### config.mk
export PLATFORM = sky130hd
export DESIGN_NAME = rd_burst_tracker
export DESIGN_NICKNAME = d
export VERILOG_FILES = /design/src/rtl/rd_burst_pkg.sv /design/src/rtl/rd_burst_ctrl.sv /design/src/rtl/rd_burst_dpath.sv /design/src/rtl/rd_burst_tracker.sv
export SDC_FILE = /design/constraint.sdc
export NUM_CORES = 1
export LEC_CHECK = 0
export BUFFER_PORTS_ARGS = -buffer_cell sky130_fd_sc_hd__clkbuf_2
export CAP_MARGIN = 15
export CORE_AREA = 10 10 66 57
export CTS_CLUSTER_DIAMETER = 30
export CTS_CLUSTER_SIZE = 10
export DETAILED_ROUTE_END_ITERATION = 7
export DIE_AREA = 0 0 76 67
export PLACE_DENSITY = 0.75
export SLEW_MARGIN = 25
export SYNTH_ARGS = -nofsm -noshare
export SYNTH_HDL_FRONTEND = slang
export SYNTH_SLANG_ARGS = --single-unit
### constraint.sdc
create_clock -name clk -period 3.4 [get_ports clk]
set_clock_uncertainty 0.2 [all_clocks]
set_input_delay 0.51 -clock clk [delete_from_list [all_inputs] [get_ports clk]]
set_output_delay 0.51 -clock clk [all_outputs]
set_load 0.005 [all_outputs]
### src/rtl/rd_burst_pkg.sv
package rd_burst_pkg;

  typedef enum logic [1:0] {
    CMD_NOP  = 2'd0,
    CMD_ACT  = 2'd1,
    CMD_READ = 2'd2,
    CMD_PRE  = 2'd3
  } dramCmd_e;

  typedef enum logic [1:0] {
    BK_IDLE    = 2'd0,
    BK_OPEN    = 2'd1,
    BK_RECOVER = 2'd2
  } bankState_e;

  // strobes from the bank controller to the burst datapath
  typedef struct packed {
    logic startRead;
    logic cutBurst;
  } burstStrobe_t;

endpackage

### src/rtl/rd_burst_ctrl.sv
module rd_burst_ctrl
  import rd_burst_pkg::*;
#(
  parameter int BANK_W     = 2,
  parameter int TRACK_BANK = 0,
  parameter int TRP_CYC    = 3
) (
  input  logic              clk,
  input  logic              rstN,
  input  logic [1:0]        cmdIn,
  input  logic [BANK_W-1:0] bankSel,
  input  logic              burstBusy,
  output burstStrobe_t      strobes,
  output logic              bankActive,
  output logic              actViolation,
  output logic              readError
);

  localparam int RP_W = (TRP_CYC > 1) ? $clog2(TRP_CYC + 1) : 1;
  localparam logic [RP_W-1:0] RP_LOAD = RP_W'(TRP_CYC - 1);
  localparam logic [RP_W-1:0] RP_LAST = RP_W'(1);
  localparam logic [BANK_W-1:0] MY_BANK = BANK_W'(TRACK_BANK);
  localparam bit HAS_RECOVER = (TRP_CYC > 1);

  bankState_e       bankState;
  logic [RP_W-1:0]  rpCnt;
  dramCmd_e         cmdE;
  logic             bankHit;
  logic             isAct, isRead, isPre;
  logic             actOk, actBad, readOk, readBad, preOk;

  assign cmdE    = dramCmd_e'(cmdIn);
  assign bankHit = (bankSel == MY_BANK);

  always_comb begin
    isAct   = bankHit && (cmdE == CMD_ACT);
    isRead  = bankHit && (cmdE == CMD_READ);
    isPre   = bankHit && (cmdE == CMD_PRE);
    actOk   = isAct && (bankState == BK_IDLE);
    actBad  = isAct && (bankState == BK_RECOVER);
    readOk  = isRead && (bankState == BK_OPEN) && !burstBusy;
    readBad = isRead && !readOk;
    preOk   = isPre && (bankState == BK_OPEN);
  end

  always_comb begin
    strobes           = '0;
    strobes.startRead = readOk;
    strobes.cutBurst  = preOk && burstBusy;
  end

  always_ff @(posedge clk) begin
    if (!rstN) begin
      bankState    <= BK_IDLE;
      rpCnt        <= '0;
      actViolation <= 1'b0;
      readError    <= 1'b0;
    end else begin
      actViolation <= actBad;
      readError    <= readBad;
      unique case (bankState)
        BK_IDLE: begin
          if (actOk) bankState <= BK_OPEN;
        end
        BK_OPEN: begin
          if (preOk) begin
            rpCnt     <= RP_LOAD;
            bankState <= HAS_RECOVER ? BK_RECOVER : BK_IDLE;
          end
        end
        BK_RECOVER: begin
          rpCnt <= rpCnt - RP_LAST;
          if (rpCnt == RP_LAST) bankState <= BK_IDLE;
        end
        default: bankState <= BK_IDLE;
      endcase
    end
  end

  assign bankActive = (bankState == BK_OPEN);

endmodule

### src/rtl/rd_burst_dpath.sv
module rd_burst_dpath
  import rd_burst_pkg::*;
#(
  parameter int CAS_LAT   = 2,
  parameter int BURST_LEN = 8,
  parameter int CNT_W     = $clog2(BURST_LEN + 1)
) (
  input  logic             clk,
  input  logic             rstN,
  input  burstStrobe_t     strobes,
  output logic [1:0]       wordValid,
  output logic             outEnable,
  output logic [CNT_W-1:0] wordCount,
  output logic             truncated,
  output logic             burstBusy
);

  localparam int LANES = 2;
  localparam int PAIRS = BURST_LEN / LANES;
  localparam int AGE_W = $clog2(2 * CAS_LAT + PAIRS + 2);
  localparam logic [AGE_W-1:0] FIRST_AGE = AGE_W'(CAS_LAT);
  localparam logic [AGE_W-1:0] FULL_STOP = AGE_W'(CAS_LAT + PAIRS);
  localparam logic [AGE_W-1:0] CUT_OFS   = AGE_W'(CAS_LAT + 1);
  localparam logic [AGE_W-1:0] AGE_STEP  = AGE_W'(1);
  localparam logic [CNT_W-1:0] FULL_CNT  = CNT_W'(BURST_LEN);
  localparam logic [CNT_W-1:0] CNT_STEP  = CNT_W'(LANES);

  logic [AGE_W-1:0] age;
  logic [AGE_W-1:0] stopAge;
  logic             busy;
  logic [AGE_W-1:0] ageNext, cutStop, stopNext;
  logic [CNT_W-1:0] cntNext;
  logic             pairLive, stillBusy;

  always_comb begin
    pairLive  = busy && (age >= FIRST_AGE) && (age < stopAge);
    ageNext   = age + AGE_STEP;
    cutStop   = age + CUT_OFS;
    stopNext  = (strobes.cutBurst && (cutStop < stopAge)) ? cutStop : stopAge;
    cntNext   = pairLive ? (wordCount + CNT_STEP) : wordCount;
    stillBusy = (ageNext < stopNext);
  end

  always_ff @(posedge clk) begin
    if (!rstN) begin
      age       <= '0;
      stopAge   <= FULL_STOP;
      busy      <= 1'b0;
      wordCount <= '0;
      truncated <= 1'b0;
    end else if (strobes.startRead) begin
      age       <= '0;
      stopAge   <= FULL_STOP;
      busy      <= 1'b1;
      wordCount <= '0;
      truncated <= 1'b0;
    end else if (busy) begin
      age       <= ageNext;
      stopAge   <= stopNext;
      wordCount <= cntNext;
      busy      <= stillBusy;
      if (!stillBusy) truncated <= (cntNext < FULL_CNT);
    end
  end

  for (genvar lane = 0; lane < LANES; lane++) begin : g_lane
    assign wordValid[lane] = pairLive;
  end

  assign outEnable = pairLive;
  assign burstBusy = busy;

endmodule

### src/rtl/rd_burst_tracker.sv
module rd_burst_tracker
  import rd_burst_pkg::*;
#(
  parameter int BANK_W     = 2,
  parameter int TRACK_BANK = 0,
  parameter int CAS_LAT    = 2,
  parameter int BURST_LEN  = 8,
  parameter int TRP_CYC    = 3,
  parameter int CNT_W      = $clog2(BURST_LEN + 1)
) (
  input  logic              clk,
  input  logic              rstN,
  input  logic [1:0]        cmd,
  input  logic [BANK_W-1:0] bankSel,
  output logic [1:0]        wordValid,
  output logic              outEnable,
  output logic [CNT_W-1:0]  wordCount,
  output logic              truncated,
  output logic              actViolation,
  output logic              readError,
  output logic              bankActive
);

  burstStrobe_t strobes;
  logic         burstBusy;

  rd_burst_ctrl #(
    .BANK_W    (BANK_W),
    .TRACK_BANK(TRACK_BANK),
    .TRP_CYC   (TRP_CYC)
  ) u_ctrl (
    .clk         (clk),
    .rstN        (rstN),
    .cmdIn       (cmd),
    .bankSel     (bankSel),
    .burstBusy   (burstBusy),
    .strobes     (strobes),
    .bankActive  (bankActive),
    .actViolation(actViolation),
    .readError   (readError)
  );

  rd_burst_dpath #(
    .CAS_LAT  (CAS_LAT),
    .BURST_LEN(BURST_LEN),
    .CNT_W    (CNT_W)
  ) u_dpath (
    .clk      (clk),
    .rstN     (rstN),
    .strobes  (strobes),
    .wordValid(wordValid),
    .outEnable(outEnable),
    .wordCount(wordCount),
    .truncated(truncated),
    .burstBusy(burstBusy)
  );

endmodule

; Yosys cells after proc, flatten, opt, wreduce, memory -nomap -nowiden
; Cells that the tools add are included.
[op_classes]
n_mux = 9
magnitude_cmp = 5
bitwise_logic = 2
n_eq_ne = 9
addsub = 4
n_reduce_logical = 22
[ops]
columns = op, n
row1 = $logic_and A1 B1 Y1, 13
row2 = $lt A4 B4 Y1, 3
row3 = $add A4 B2 Y4 const B, 2
row4 = $mux W4, 2
row5 = $eq A2 B1 Y1 const B, 3
row6 = $eq A2 B2 Y1 const B, 3
row7 = $mux W2, 3
row8 = $pmux W2 S3, 1
row9 = $add A4 B1 Y4 const B, 1
row10 = $ge A4 B2 Y1 const B, 1
row11 = $logic_not A2 Y1, 2
row12 = $lt A4 B4 Y1 const B, 1
row13 = $ne A2 B1 Y1 const B, 2
row14 = $pmux W2 S2, 1
row15 = $reduce_and A2 Y1, 2
row16 = $reduce_and A3 Y1, 1
row17 = $logic_not A1 Y1, 2
row18 = $mux W1, 2
row19 = $ne A2 B2 Y1 const B, 1
row20 = $not A1 Y1, 2
row21 = $reduce_bool A2 Y1, 1
row22 = $reduce_or A2 Y1, 1
row23 = $sub A2 B1 Y2 const B, 1
[word_totals]
in_bits = 6
regBits = 20

; Depth between registers and ports, before layout
; Gate-level depths: netlist (run 1).
[logic_depth]
ltp_word = 9
ltp_mapped = 14
mapped_depth_nobuf = 13

; Modules after synthesis
; Synthesis (run 1) repeated with hierarchy kept, for this count alone.
[unflattened]
cells_unflattened = 143
area_unflattened_um2 = 1297.5
[modules_own_cells]
columns = module, cells_each, seq_area_each_um2, area_each_um2, n_inst
row1 = rd_burst_dpath, 111, 260.2, 992.2, 1
row2 = rd_burst_ctrl, 32, 120.1, 305.3, 1

; Worst setup path before layout (run 1)
; OpenSTA, ideal clock, no wires.
[synth_timing]
path_type = reg-to-reg
start = register u_dpath.age[0]
end = register u_dpath.truncated
t_required_ns = 3.130
path_stages_with_launch = 14
path_buffers = 1
path_slack_ns = 0.188
setup_ns = 0.070
arrival_ns = 2.942
cell_sequence = dfxtp_1 -> buf_2 -> o21ai_0 -> xnor2_1 -> ha_1 -> a211oi_1 -> o211ai_2 -> mux2i_1 -> ha_1 -> a211oi_1 -> nand3_1 -> a31o_2 -> a21bo_2 -> a21oi_1
[synth_via]
elab_chain_cells = 7
elab_cells_between_ends = 14
cone_classes = 2 x add/sub / 5 x order compare / 2 x mux / 1 x bitwise / 4 x reduce/logical
[synth_lines]
columns = element, line
row1 = "start, declared", rd_burst_dpath.sv:28  ; logic [AGE_W-1:0] age;
row2 = "start signal, assigned", rd_burst_dpath.sv:58  ; age <= ageNext;
row3 = $add A4 B2 Y4, rd_burst_dpath.sv:38  ; cutStop = age + CUT_OFS;
row4 = $lt A4 B4 Y1, rd_burst_dpath.sv:39  ; stopNext = (strobes.cutBurst && (cutStop < stopAge)) ? cutStop : stopAge;
row5 = $logic_and A1 B1 Y1, rd_burst_dpath.sv:39
row6 = $mux W4, rd_burst_dpath.sv:39
row7 = $lt A4 B4 Y1, rd_burst_dpath.sv:41  ; stillBusy = (ageNext < stopNext);
row8 = $not A1 Y1 (no source line), -
row9 = $reduce_and A2 Y1 (no source line), -
row10 = "end signal, assigned", rd_burst_dpath.sv:62  ; if (!stillBusy) truncated <= (cntNext < FULL_CNT);
row11 = "end, declared", rd_burst_dpath.sv:14  ; output logic truncated,
; Several ways; a longest one is shown, not always the timed one.
; A chain may end at the register's enable or synchronous reset.

; Worst setup path after layout (run 1)
; Same ends and word-level chain as after synthesis.

==> out/metrics.yaml, run 1 <==
outcome:
  status: "finished, final reports clean"
job:
  maxCapViolations: 0
synthesis:
  yosysUniqueCellTypes: 38
  netlist_area_sq_um: 1180
  synthCells: 134
  yosys-top-cells-area: "dfxtp_1 (32%), ha_1 (15%), nor2_1 (6.4%)"
  yosysSeqAreaShare_pct: 32.3
  yosys.area.top_type: "dfxtp_1"
  ys_ff_latch: 19
  synth_nets: 154
  avgSynthCellArea_sq_um: 8.78
  yosysTopAreaCellShare_pct: 32.3
  yosys_warnings: 0
route:
  dr.pass1.iters: 4
  ant_nets: 0
  drc: 0
  drt_wl_total_um: 2540
  drt-vias-per-instance: 5.06
  wl_per_cell_um: 13.3
  drtIter0Drc: 45
  via_count: 967
clocking:
  path_clk_slew_ns: 0.12
  cts_buffer_depth: 2
  clock_sinks: 19
  root_buffer: "clkbuf_4"
  holdBufCountCts: 0
  cts_tree: "built"
  cts.htree.levels: 1
  cts-buffers-inserted: 3
  clock_latency_ns: 0.31
place:
  dp_hpwl_um: 2070
  port_buffers: 15
  place_congestion: 0.906
  detailedPlace.worstSlack_ns: -0.114
layout:
  fillers: 228
  area_delta_synth_final_pct: 17.6
  final_cell_mix: "nor2_1 (20), dfxtp_1 (17), clkbuf_2 (15), inv_1 (12), ha_1 (12)"
  diodes: 0
  drive_gt1_share_pct: 29.0
  final_common_cell: "nor2_1"
  nets: 176
sta:
  worst_slack_ns: 0.119
  finalSetupViolCount: 0
  finalSetupTns_ns: 0
  period_share_pct: 96.5
  drv_slew: 0
  final-hold-violation-count: 0
  fmax_mhz: 305
  finalCriticalPeriod_ns: 3.28
critical_path:
  r2r-end: "u_dpath.truncated"
  endpoint_kind: "flip-flop"
  required_ns: 3.45
  cp-endpoint: "u_dpath.truncated"
  reg2reg_depth: 13
  r2r_slack_ns: 0.12
  r2r-start: "u_dpath.age[0]"
  startpoint: "u_dpath.age[0]"
  worstPathMaxFanout: 5
  criticalPathCategory: "reg2reg"
  start_kind: "flip-flop"
  cp_data_arrival_time_ns: 3.33
die:
  start_util_pct: 48.6
  rows: 16
  dieArea_sq_um: 5090
  fp.dieW_um: 76
  io_pins: 17
  core-area_sq_um: 2420
  fp.dieH_um: 67
worst_hold_path:
  hold_class: "in2reg"
global_route:
  grtUsageTotal_pct: 9.54
  antenna_found_initial: 0
  grt_pass1_wl_um: 4060
  grt_overflow: 0
  grt_max_degree: 13
  first_global_vias: 910
pwr:
  p_leak_nw: 0.636
  ir_drop_v: 0.000202
  p_per_area_nw_per_um2: 261
## flip-flops by register name, summed over array words and instances, names as in the netlist
name / flops
u_ctrl.bankState: 2
u_dpath.truncated: 1
u_dpath.wordCount: 3
u_dpath.stopAge: 4
u_ctrl.rpCnt: 2
u_ctrl.readError: 1
u_ctrl.actViolation: 1
u_dpath.burstBusy: 1
u_dpath.age: 4
## cell usage after synthesis
library cell and n:
o21ai_2 1, and2_1 1, a21bo_2 1, nor2_1 20, o21ai_1 1, nand4_1 2, o21ai_0 2, nor3b_2 1
nand4b_2 1, conb_1 1, a2111oi_0 1, buf_6 1, nand2b_1 1, dfxtp_1 19, o211ai_1 1, inv_1 12
nor4_1 1, xor2_1 3, and3_1 1, nor2b_1 2, nor4b_1 1, a211oi_1 2, a21oi_1 5, nor4bb_1 1
a211o_2 1, nand3_1 3, nand2_1 10, a21oi_2 1, buf_4 4, xnor2_1 5, nand3b_1 1, a221oi_1 2
mux2i_1 6, buf_2 2, ha_1 14, o211ai_2 1, a31o_2 1, or4_4 1
## how the worst min path moves through the flow
| stage | from | endpoint | slack (ns) | cells after the start |
|---|---|---|---|---|
| global placement | u_ctrl.bankState[1] | u_ctrl.bankState[0] | 0.24 | 1 |
| finish | cmd[1] | u_ctrl.actViolation | 0.21 | 2 |
| floorplan | u_ctrl.bankState[1] | u_ctrl.bankState[0] | 0.22 | 1 |
| detailed placement | u_ctrl.bankState[1] | u_ctrl.bankState[0] | 0.26 | 1 |
| CTS | cmd[1] | u_ctrl.actViolation | 0.20 | 2 |
| global route | cmd[1] | u_ctrl.actViolation | 0.20 | 2 |
## what timing repair did
| item | 4_1_cts | 5_1_grt |
|---|---|---|
| setup endpoints to repair | 2 | 2 |
| setup buffers | 0 | 2 |
| hold endpoints to repair | 0 | 0 |
| resized for setup | 2 | 10 |
| pin swaps | 0 | 6 |
## stage by stage
step | hold slack [ns] | cell area [sq um] | std cells | utilization, % | total power, W
after floorplan | 0.224 | 1180 | 134 | - | 0.000240
after global placement | 0.237 | 1300 | 185 | 53.6 | 0.000246
after detailed placement | 0.256 | 1300 | 185 | 53.6 | 0.000247
after CTS | 0.199 | 1330 | 189 | 55.1 | 0.000368
after global routing | 0.200 | 1380 | 191 | 57.1 | 0.000375
final | 0.214 | 1380 | 191 | 57.1 | 0.000360
## where the power goes
group,switching [W],internal (W),total (W)
combinational,0.0000101,0.00000721,0.0000173
sequential,0.000000889,0.000222,0.000223
clock,0.0000749,0.0000449,0.000120
total,0.0000859,0.000274,0.000360
## logic make-up after synthesis
| kind of cell | after synthesis | share of synthesized area (%) |
|---|---|---|
| simple gates | 47 | 20.6 |
| compound gates | 20 | 12.6 |
| flops | 19 | 32.3 |
| buf+inv | 19 | 8.19 |
| fa+ha+maj | 14 | 14.9 |
| xor+xnor | 8 | 5.96 |
| mux | 6 | 5.11 |
| other cells | 1 | 0.319 |
## critical path, stage by stage, from the launching register on
cell and delay [ns]:
dfxtp_4 0.39, o21ai_1 0.08, xnor2_1 0.25, ha_1 0.32, a211oi_2 0.31, o211ai_2 0.18
buf_4 0.19, mux2i_1 0.14, ha_2 0.22, a211oi_4 0.28, nand3_1 0.10, a31o_2 0.24
a21bo_2 0.19, a21oi_1 0.14
## routing by layer
layer	vias up	routed length [um]	GRT usage (%)
met5	-	0	0
met4	0	0	1.65
met3	0	96	3.89
met2	11	1270	16.7
met1	457	1170	10.8
li1	499	-	-
## final cells by class
class	count	area (sq um)	area share [%]
clock buffer	3	22.5	1.63
clock inverter	1	7.51	0.543
inverter	12	45.0	3.26
multi-input combinational	96	732	52.9
sequential	19	388	28.1
tap	36	45.0	3.26
timing repair buffer	24	143	10.3
No activity file was read; power rests on OpenSTA's default activity.
==> inputs of run 2 (changes only) <==
--- a/config.mk
+++ b/config.mk
@@ -7,13 +7,14 @@
 export LEC_CHECK = 0
 export BUFFER_PORTS_ARGS = -buffer_cell sky130_fd_sc_hd__clkbuf_2
 export CAP_MARGIN = 15
-export CORE_AREA = 10 10 66 57
+export CORE_AREA = 10 10 68 59
 export CTS_CLUSTER_DIAMETER = 30
 export CTS_CLUSTER_SIZE = 10
 export DETAILED_ROUTE_END_ITERATION = 7
-export DIE_AREA = 0 0 76 67
-export PLACE_DENSITY = 0.75
+export DIE_AREA = 0 0 78 69
+export PLACE_DENSITY = 0.76
 export SLEW_MARGIN = 25
 export SYNTH_ARGS = -nofsm -noshare
 export SYNTH_HDL_FRONTEND = slang
+export SYNTH_HIERARCHICAL = 1
 export SYNTH_SLANG_ARGS = --single-unit
==> run 2 against run 1 <==
Combinational power increased by 13%. Final area increased by 3.3%. Non-clock buffer count decreased by 4. Utilization decreased by 3.4 points. Clock-buffer cell count unchanged. Largest cell class unchanged.
==> out/metrics.yaml, run 2 <==
synthesis:
  synth_nets: 163  # +5.8%
  async_flop_share_pct: 0  # unchanged
  yosysTopAreaCellShare_pct: 29.3  # -3.0 points
  ys_ff_latch: 19  # unchanged
  yosys-top-cells-area: "dfxtp_1 (29%), ha_1 (14%), xnor2_1 (4.1%)"
  synth_most_common_cell: "dfxtp_1"
  synthCells: 143  # +6.7%
  netlist_area_sq_um: 1300  # +10%
  avgSynthCellArea_sq_um: 9.07  # +3.4%
  ys.flop_type: "dfxtp_1"
  synth_edf_count: 0  # unchanged
  yosys_warnings: 6  # +6
  synth_commonest_cells: "dfxtp_1 (19), ha_1 (14), inv_1 (12)"
  yosys.area.top_type: "dfxtp_1"
  yosysSeqAreaShare_pct: 29.3  # -3.0 points
  yosysUniqueCellTypes: 49  # +29%
critical_path:
  cp_data_arrival_time_ns: 3.31  # -0.02 ns
  required_ns: 3.47  # +0.02 ns
  endpoint_kind: "flip-flop"
  worstPathCellList: "inv_1, ha_1, inv_1, ha_1, a21bo_1, a211oi_4, mux2i_1, ha_1, a21o_1, a21oi_1, o31ai_1, a211oi_1, a41o_1"
  criticalPathCategory: "reg2reg"
  critPathBufInv: 2  # +1
  critPathMaxStageDelay_ns: 0.39  # about the same
  cp_top_family: "compound AO/OA/AOI/OAI gates"
  cpMostUsedCell: "ha_1"
  start_kind: "flip-flop"
  slowest_stage: "dfxtp_2"
  worstPathMaxFanout: 6  # +1
clocking:
  cts.htree.levels: 1  # unchanged
  cts_buffer_depth: 2  # unchanged
  ctsResizeCount: 0  # -2
  cts_tree: "built"
  holdBufCountCts: 0  # unchanged
  clock_sinks: 19  # unchanged
  clock_latency_ns: 0.32  # about the same
  cts-buffers-inserted: 3  # unchanged
  path_clk_slew_ns: 0.13  # about the same
  root_buffer: "clkbuf_4"
  cts_setup_buffers: 0  # unchanged
layout:
  nets: 179  # +1.7%
  final_cell_mix: "dfxtp_1 (18), clkbuf_2 (15), ha_1 (13), inv_1 (12), nor2_1 (11)"
  drive_gt1_share_pct: 24.1  # -5.0 points
  area_delta_synth_final_pct: 10.0
  diodes: 0  # unchanged
  final_cell_area_sq_um: 1430  # +3.3%
  finish.utilization_pct: 53.7  # -3.4 points
  reg_top3: "u_dpath/age (4), u_dpath/stopAge (4), u_dpath/wordCount (3)"
  final_common_cell: "dfxtp_1"
pwr:
  ir_drop_v: 0.000141  # -30%
  p_total_w: 0.000368  # +2.2%
  p_leak_nw: 0.668  # +5.0%
  p_per_area_nw_per_um2: 258  # -1.0%
place:
  place_congestion: 0.883  # -2.5%
  placed_area_sq_um: 1390  # +7.0%
  dp_hpwl_um: 2110  # +2.0%
  port_buffers: 15  # unchanged
die:
  start_util_pct: 48.8  # +0.25 points
  fp.dieW_um: 78  # +2.6%
  fp.dieH_um: 69  # +3.0%
  io_pins: 17  # unchanged
  rows: 17  # +1
  core-area_sq_um: 2660  # +9.8%
  dieArea_sq_um: 5380  # +5.7%
global_route:
  grtUsageTotal_pct: 9.59  # +0.043 points
  grt_overflow: 0  # unchanged
  antenna_found_initial: 0  # unchanged
  grt_max_degree: 12  # -1
  first_global_vias: 971  # +6.7%
  grt_pass1_wl_um: 4330  # +6.8%
route:
  drt-vias-per-instance: 5.21  # +3.0%
  drt_wl_total_um: 2630  # +3.6%
  wl_per_cell_um: 13.4  # +0.95%
  drc: 0  # unchanged
  drtIter0Drc: 66  # +47%
  ant_nets: 0  # unchanged
  dr.pass1.iters: 4  # unchanged
  via_count: 1022  # +5.7%
sta:
  final-hold-violation-count: 0  # unchanged
  fmax_mhz: 309  # +1.3%
  finalSetupTns_ns: 0  # unchanged
  drv_slew: 0  # unchanged
  finalCriticalPeriod_ns: 3.24  # -0.0414 ns
  period_share_pct: 95.3  # -1.2 points
  rsz0062_at_grt: "no"
  finalSetupViolCount: 0  # unchanged
  hold_ws_ns: 0.243  # +0.0295 ns
outcome:
  status: "finished, final reports clean"
job:
  maxCapViolations: 0  # unchanged
worst_hold_path:
  hold_class: "in2reg"
## run 2: cell types whose count changed after synthesis, sizes merged, moves of 2 or more
| cell | change |
|---|---|
| a211oi | +3 |
| a221oi | -2 |
| nand2b | +3 |
| nor2 | -9 |
| nor4b | +2 |
| or3 | +2 |
## run 2: area by class of cell
| type | instances | area [sq um] |
|---|---|---|
| clock buffer | 3 | 22.5 |
| clock inverter | 1 | 5.00 |
| fill | 243 | 1230 |
| inverter | 13 | 48.8 |
| multi-input combinational | 102 | 810 |
| sequential | 19 | 382 |
| tap | 38 | 47.5 |
| timing repair buffer | 20 | 113 |
## run 2: path summary, 6_finish.rpt
kind | startpoint | end | slack [ns] | depth (start not counted)
max | u_dpath/age[0] | u_dpath/truncated | 0.16 | 13
min | cmd[1] | u_ctrl/bankState[0] | 0.24 | 2
max reg2reg | u_dpath/age[0] | u_dpath/truncated | 0.16 | 13
min reg2reg | u_ctrl/bankState[1] | u_ctrl/bankState[0] | 0.28 | 1
## run 2: metal layers
metal,global-route usage [%],vias to the layer above,share of wire [%]
met2,14.8,32,46
met5,0,-,0
met4,3.55,0,1.0
met1,12.5,469,47
met3,2.33,2,5.9
li1,-,519,-
## run 2: cell families after synthesis
group                      Yosys count  synth area share [%]
AOI/OAI and AO/OA                   24                  15.1
xor gates and xnor gates             9                  6.08
adders and majority gates           14                  13.5
buffers and inverters               22                  9.06
DFF                                 19                  29.3
muxes                                5                  3.86
other                                1                 0.289
and+or+nand+nor                     49                  22.8
## run 2: through the flow
stage / cells / setup WS (ns)
3_3_place_gp: 192 / 0.243
3_5_place_dp: 192 / 0.129
2_1_floorplan: 143 / 0.298
4_1_cts: 196 / 0.140
6_report: 196 / 0.161
5_1_grt: 196 / 0.0224
## run 2: worst register-to-register path: cells and delay by family (launching register included)
kind	cells	cell delay [ns]
muxes	1	0.24
AOI/OAI and AO/OA	7	1.37
adders and majority gates	3	0.84
DFF	1	0.39
buffers and inverters	2	0.13
## run 2: power by group
part	total, W	switching (W)	internal, W
sequential	0.000225	0.00000103	0.000224
clock	0.000124	0.0000799	0.0000440
combinational	0.0000195	0.0000117	0.00000778
